==> src/rtl/burst_col_pkg.sv <==
package burst_col_pkg;

  localparam int MODE_W     = 10;
  localparam int LEN_LSB    = 0;
  localparam int ORDER_BIT  = 3;
  localparam int LAT_LSB    = 4;
  localparam int OPM_LSB    = 7;
  localparam int WRSGL_BIT  = 9;

  localparam logic [MODE_W-1:0] MODE_RESET = 10'h020;

  typedef struct packed {
    logic       legal;
    logic       wr_single;
    logic       ilv;
    logic       full;
    logic [1:0] lg;
  } mode_cfg_t;

  function automatic mode_cfg_t decode_mode(input logic [MODE_W-1:0] w);
    mode_cfg_t  c;
    logic [2:0] len_code;
    logic [2:0] lat_code;
    logic [1:0] opm;
    logic       len_ok;
    logic       lat_ok;
    len_code    = w[LEN_LSB +: 3];
    lat_code    = w[LAT_LSB +: 3];
    opm         = w[OPM_LSB +: 2];
    len_ok      = (len_code[2] == 1'b0) || (len_code == 3'b111);
    lat_ok      = (lat_code == 3'b010) || (lat_code == 3'b011);
    c.full      = (len_code == 3'b111);
    c.lg        = c.full ? 2'd0 : len_code[1:0];
    c.ilv       = w[ORDER_BIT];
    c.wr_single = w[WRSGL_BIT];
    c.legal     = len_ok && lat_ok && (opm == 2'b00);
    return c;
  endfunction

endpackage

==> src/rtl/bcg_mode_reg.sv <==
module bcg_mode_reg
  import burst_col_pkg::*;
(
  input  logic              clk,
  input  logic              rst_n,
  input  logic              we,
  input  logic [MODE_W-1:0] word,
  output mode_cfg_t         cfg
);

  logic [MODE_W-1:0] word_q;

  always_ff @(posedge clk or negedge rst_n) begin
    if (!rst_n) begin
      word_q <= MODE_RESET;
    end else if (we) begin
      word_q <= word;
    end
  end

  always_comb cfg = decode_mode(word_q);

endmodule

==> src/rtl/bcg_seq.sv <==
module bcg_seq
  import burst_col_pkg::*;
#(
  parameter int COL_W = 10
) (
  input  logic             clk,
  input  logic             rst_n,
  input  mode_cfg_t        cfg,
  input  logic             start,
  input  logic             start_wr,
  input  logic [COL_W-1:0] start_col,
  input  logic             stop,
  output logic             active,
  output logic [COL_W-1:0] base,
  output logic [COL_W-1:0] cnt,
  output logic [1:0]       lg,
  output logic             full,
  output logic             ilv,
  output logic             launch,
  output logic             last
);

  logic             single_ovr;
  logic [COL_W-1:0] len_mask;

  assign launch     = start && cfg.legal;
  assign single_ovr = start_wr && cfg.wr_single;
  assign len_mask   = (COL_W'(1) << lg) - COL_W'(1);
  assign last       = active && !full && (cnt == len_mask);

  always_ff @(posedge clk or negedge rst_n) begin
    if (!rst_n) begin
      active <= 1'b0;
      base   <= '0;
      cnt    <= '0;
      lg     <= 2'd0;
      full   <= 1'b0;
      ilv    <= 1'b0;
    end else if (launch) begin
      active <= 1'b1;
      base   <= start_col;
      cnt    <= '0;
      lg     <= single_ovr ? 2'd0 : cfg.lg;
      full   <= single_ovr ? 1'b0 : cfg.full;
      ilv    <= cfg.ilv;
    end else if (active) begin
      if (stop || last) begin
        active <= 1'b0;
      end else begin
        cnt <= cnt + COL_W'(1);
      end
    end
  end

endmodule

==> src/rtl/bcg_addr.sv <==
module bcg_addr #(
  parameter int COL_W = 10
) (
  input  logic [COL_W-1:0] base,
  input  logic [COL_W-1:0] cnt,
  input  logic [1:0]       lg,
  input  logic             full,
  input  logic             ilv,
  output logic [COL_W-1:0] col
);

  function automatic logic [COL_W-1:0] beat_col(
    input logic [COL_W-1:0] b,
    input logic [COL_W-1:0] k,
    input logic [1:0]       l,
    input logic             f,
    input logic             x
  );
    logic [COL_W-1:0] mask;
    logic [COL_W-1:0] low;
    mask = (COL_W'(1) << l) - COL_W'(1);
    if (f) begin
      return b + k;
    end
    low = x ? ((b ^ k) & mask) : ((b + k) & mask);
    return (b & ~mask) | low;
  endfunction

  always_comb col = beat_col(base, cnt, lg, full, ilv);

endmodule

==> src/rtl/burst_col_gen.sv <==
module burst_col_gen
  import burst_col_pkg::*;
#(
  parameter int COL_W = 10
) (
  input  logic              clk,
  input  logic              rst_n,
  input  logic              mode_we,
  input  logic [MODE_W-1:0] mode_word,
  input  logic              start,
  input  logic              start_wr,
  input  logic [COL_W-1:0]  start_col,
  input  logic              stop,
  output logic [COL_W-1:0]  col_out,
  output logic              beat_valid,
  output logic              last_beat
);

  mode_cfg_t        cfg;
  logic             mode_legal;
  logic             seq_active;
  logic [COL_W-1:0] seq_base;
  logic [COL_W-1:0] seq_cnt;
  logic [1:0]       seq_lg;
  logic             seq_full;
  logic             seq_ilv;
  logic             seq_launch;
  logic             seq_last;

  bcg_mode_reg u_mode (
    .clk  (clk),
    .rst_n(rst_n),
    .we   (mode_we),
    .word (mode_word),
    .cfg  (cfg)
  );

  assign mode_legal = cfg.legal;

  bcg_seq #(.COL_W(COL_W)) u_seq (
    .clk      (clk),
    .rst_n    (rst_n),
    .cfg      (cfg),
    .start    (start),
    .start_wr (start_wr),
    .start_col(start_col),
    .stop     (stop),
    .active   (seq_active),
    .base     (seq_base),
    .cnt      (seq_cnt),
    .lg       (seq_lg),
    .full     (seq_full),
    .ilv      (seq_ilv),
    .launch   (seq_launch),
    .last     (seq_last)
  );

  bcg_addr #(.COL_W(COL_W)) u_addr (
    .base(seq_base),
    .cnt (seq_cnt),
    .lg  (seq_lg),
    .full(seq_full),
    .ilv (seq_ilv),
    .col (col_out)
  );

  assign beat_valid = seq_active;
  assign last_beat  = seq_last;

endmodule

==> config.mk <==
export PLATFORM = sky130hd
export DESIGN_NAME = burst_col_gen
export DESIGN_NICKNAME = d
export VERILOG_FILES = /design/src/rtl/burst_col_pkg.sv /design/src/rtl/bcg_mode_reg.sv /design/src/rtl/bcg_seq.sv /design/src/rtl/bcg_addr.sv /design/src/rtl/burst_col_gen.sv
export SDC_FILE = /design/constraint.sdc
export NUM_CORES = 1
export LEC_CHECK = 0
export BUFFER_PORTS_ARGS = -buffer_cell sky130_fd_sc_hd__buf_2
export CORE_MARGIN = 8
export CORE_UTILIZATION = 30
export DETAILED_ROUTE_END_ITERATION = 10
export PLACE_DENSITY = 0.48
export SETUP_SLACK_MARGIN = 0.15
export SYNTH_ARGS = -nofsm -noshare
export SYNTH_HDL_FRONTEND = slang
export SYNTH_SLANG_ARGS = --single-unit
==> constraint.sdc <==
create_clock -name clk -period 6.4 [get_ports clk]
set_clock_uncertainty 0.2 [all_clocks]
set_input_delay 1.6 -clock clk [delete_from_list [all_inputs] [get_ports clk]]
set_output_delay 1.6 -clock clk [all_outputs]
set_load 0.005 [all_outputs]
==> out/results.ini <==
[run_status]
outcome=finished, final reports clean

[global_routing]
grt-ovfl-total=0
grt_pass1_vias=1904
antenna_found_initial=0
grt_max_degree=35
gr-usage-all-layers_pct=11.0
grt_pass1_wl_um=9160

[critical_path]
reg2regPathDepth=4
worstPathCellList=ha_1 -> fa_1 -> a21o_1 -> a21o_1 -> a2111oi_0 -> o2111ai_1 -> nand4_1 -> buf_2
path_max_fanout=11
rr_endpoint=u_seq.base[9]
worstPathBufferInverterCount=1
start_kind=flop
cp_common_cell=a21o_1
end_kind=output port
critPathKind=reg -> out
cp_data_required_time_ps=4600
cpPeakStageDelay_ps=640
cp_slowest_cell=a2111oi_0
cp_top_family=compound AO/OA/AOI/OAI gates
arrival_ps=3050
r2r-start=u_mode.word_q[6]
cp.depth=8
regToRegSetupSlack_ps=4200
crit_path_end=col_out[8]
crit_start=u_seq.cnt[0]

[drt]
ant_nets=0
remaining_drc_errors=0
firstDrtPassIters=4
routed-wl-met2_um=2320
drtIter0Drc=118
wl_met3_um=256
highest_layer=met4
routed_wl_um=5170
vias=1901
m1WireLength_um=2550
avgRoutedWirePerCell_um=13.7
vias_per_cell=5.04

[clocking]
numCtsBuffers=5
cts.sinks=34
path_clk_slew_ps=80
clockBufferDepth=2
postCtsSetupBuffers=0
root_buffer=clkbuf_8
clk_latency_ps=290
cts_tree=done
htreeDepth=2
ctsResizeCount=0
cts-hold-fix-buffers=0

[sta]
finalHoldViolCount=0
slew_violations=0
max_freq_mhz=206
worst_pin_slew_ps=1070
setup_violations=0
fin_crit_ps=4850
rsz0062_at_grt=false
slew_headroom_pct=28.9
fin_crit_sh_pct=75.7
setup_tns_ps=0

[finish]
areaGrowthSynthToFinish_pct=17.4
layout_common_cells=nand2_1, buf_2, dfrtp_1
fin_nets=314
stdcell_count=377
final_core_util_pct=36.0
final_common_cell=nand2_1
design_area_mm2=0.00258
diodes=0
drive_gt1_share_pct=21.6
nFillCells=752

[floorplan]
num_rows=31
initial_core_util_pct=30.7
fp.dieArea_mm2=0.0103
io_pins=38
die_y_um=102
core_mm2=0.00718
die_width_um=102

[placed_design]
hpwl_um=3810
port_buffers=36
dpl_cell_area_mm2=0.00245
dp_cells=369
gp_congestion=0.757

[synthesis]
synthFlopType=dfrtp_1
yosysTopAreaCell=dfrtp_1
syn_avg_cell_area_um2=8.92
synth-edff-count=0
synth.net_count=284
netlist_top_cells_area=dfrtp_1, nand2_1, mux2_2
synth_cell_types=52
ys_warn_count=0
ys_seq_elements=34
syn_inst=247
netlist.area_leader.share_pct=37.5
seq_area_frac_synth_pct=38.7
async_flop_share_pct=100
syn_area_mm2=0.00220

[hold_path]
hold_depth=2
hold_class=reg -> reg

[power]
vdd.ir_drop.worst_mv=0.127
power_density_mw_per_mm2=321
total_leakage_power_nw=1.17
p_total_uw=829

[job]
maxCapViolCount=0

## worst reg2reg max path, stage by stage, from the launching register on
cell and delay, ps:
dfrtp_1 380, nor4b_1 330, nand2_1 150, a21oi_2 790, o21ai_0 180
## flip-flops by register name (all words and copies together) (netlist names)
name           count
u_mode.word_q      9
u_seq.active       1
u_seq.lg           2
u_seq.full         1
u_seq.ilv          1
u_seq.cnt         10
u_seq.base        10
## layout make-up
cell class,instances,area (um^2),share of cell area [%]
well taps,99,124,4.79
flip-flops and latches,34,852,33.0
multi-input cells,193,1260,48.9
clock inverters,3,68.8,2.66
clock buffers,5,68.8,2.66
repair buffers,36,180,6.97
inverters,7,26.3,1.02
## cells by family (layout without fill, tap and decap cells)
kind of cell             count (synthesis)  count (layout)  synth area share [%]
AO/OA/AOI/OAI                           52              52                  15.6
XOR/XNOR                                 7               7                  2.78
adder cells (fa/ha/maj)                 11              11                  6.59
buffers and inverters                   20              51                  4.03
flip-flops                              34              34                  38.7
multiplexers                            15              15                  7.50
AND/OR/NAND/NOR                        108             108                  24.8
## power breakdown
part | internal [mW] | total (mW) | switching [mW]
clock | 0.156 | 0.242 | 0.0856
combinational | 0.134 | 0.264 | 0.130
sequential | 0.259 | 0.323 | 0.0643
total | 0.549 | 0.829 | 0.280
## layer usage
metal / global-route usage, % / vias to the layer above
met1: 14.6 / 905
met5: 0 / -
met2: 17.0 / 33
li1: - / 958
met3: 2.96 / 5
met4: 2.75 / 0
## through the flow
step	setup WS, ps	hold WS (ps)
finish	1550	294
global route	1340	306
CTS	1540	301
detailed placement	1890	281
global placement	1870	269
floorplan	2500	246
## synth_stat cells (all sizes together) (5+ instances only)
master	number
nand3	12
nor3	7
a21o	5
buf	6
nand2	46
mux2	12
dfrtp	33
inv	7
ha	10
a21oi	14
o21ai	12
nand2b	7
clkbuf	7
nor2	8
## worst min path at each step
stage / to / slack (ps) / from
2_1_floorplan: u_seq.ilv / 250 / u_mode.word_q[3]
3_3_place_gp: u_seq.ilv / 270 / u_mode.word_q[3]
3_5_place_dp: u_seq.ilv / 280 / u_mode.word_q[3]
4_1_cts: u_seq.ilv / 300 / u_mode.word_q[3]
5_1_grt: u_seq.ilv / 310 / u_mode.word_q[3]
6_report: u_seq.ilv / 290 / u_mode.word_q[3]
(Power assumes the default switching activity.)
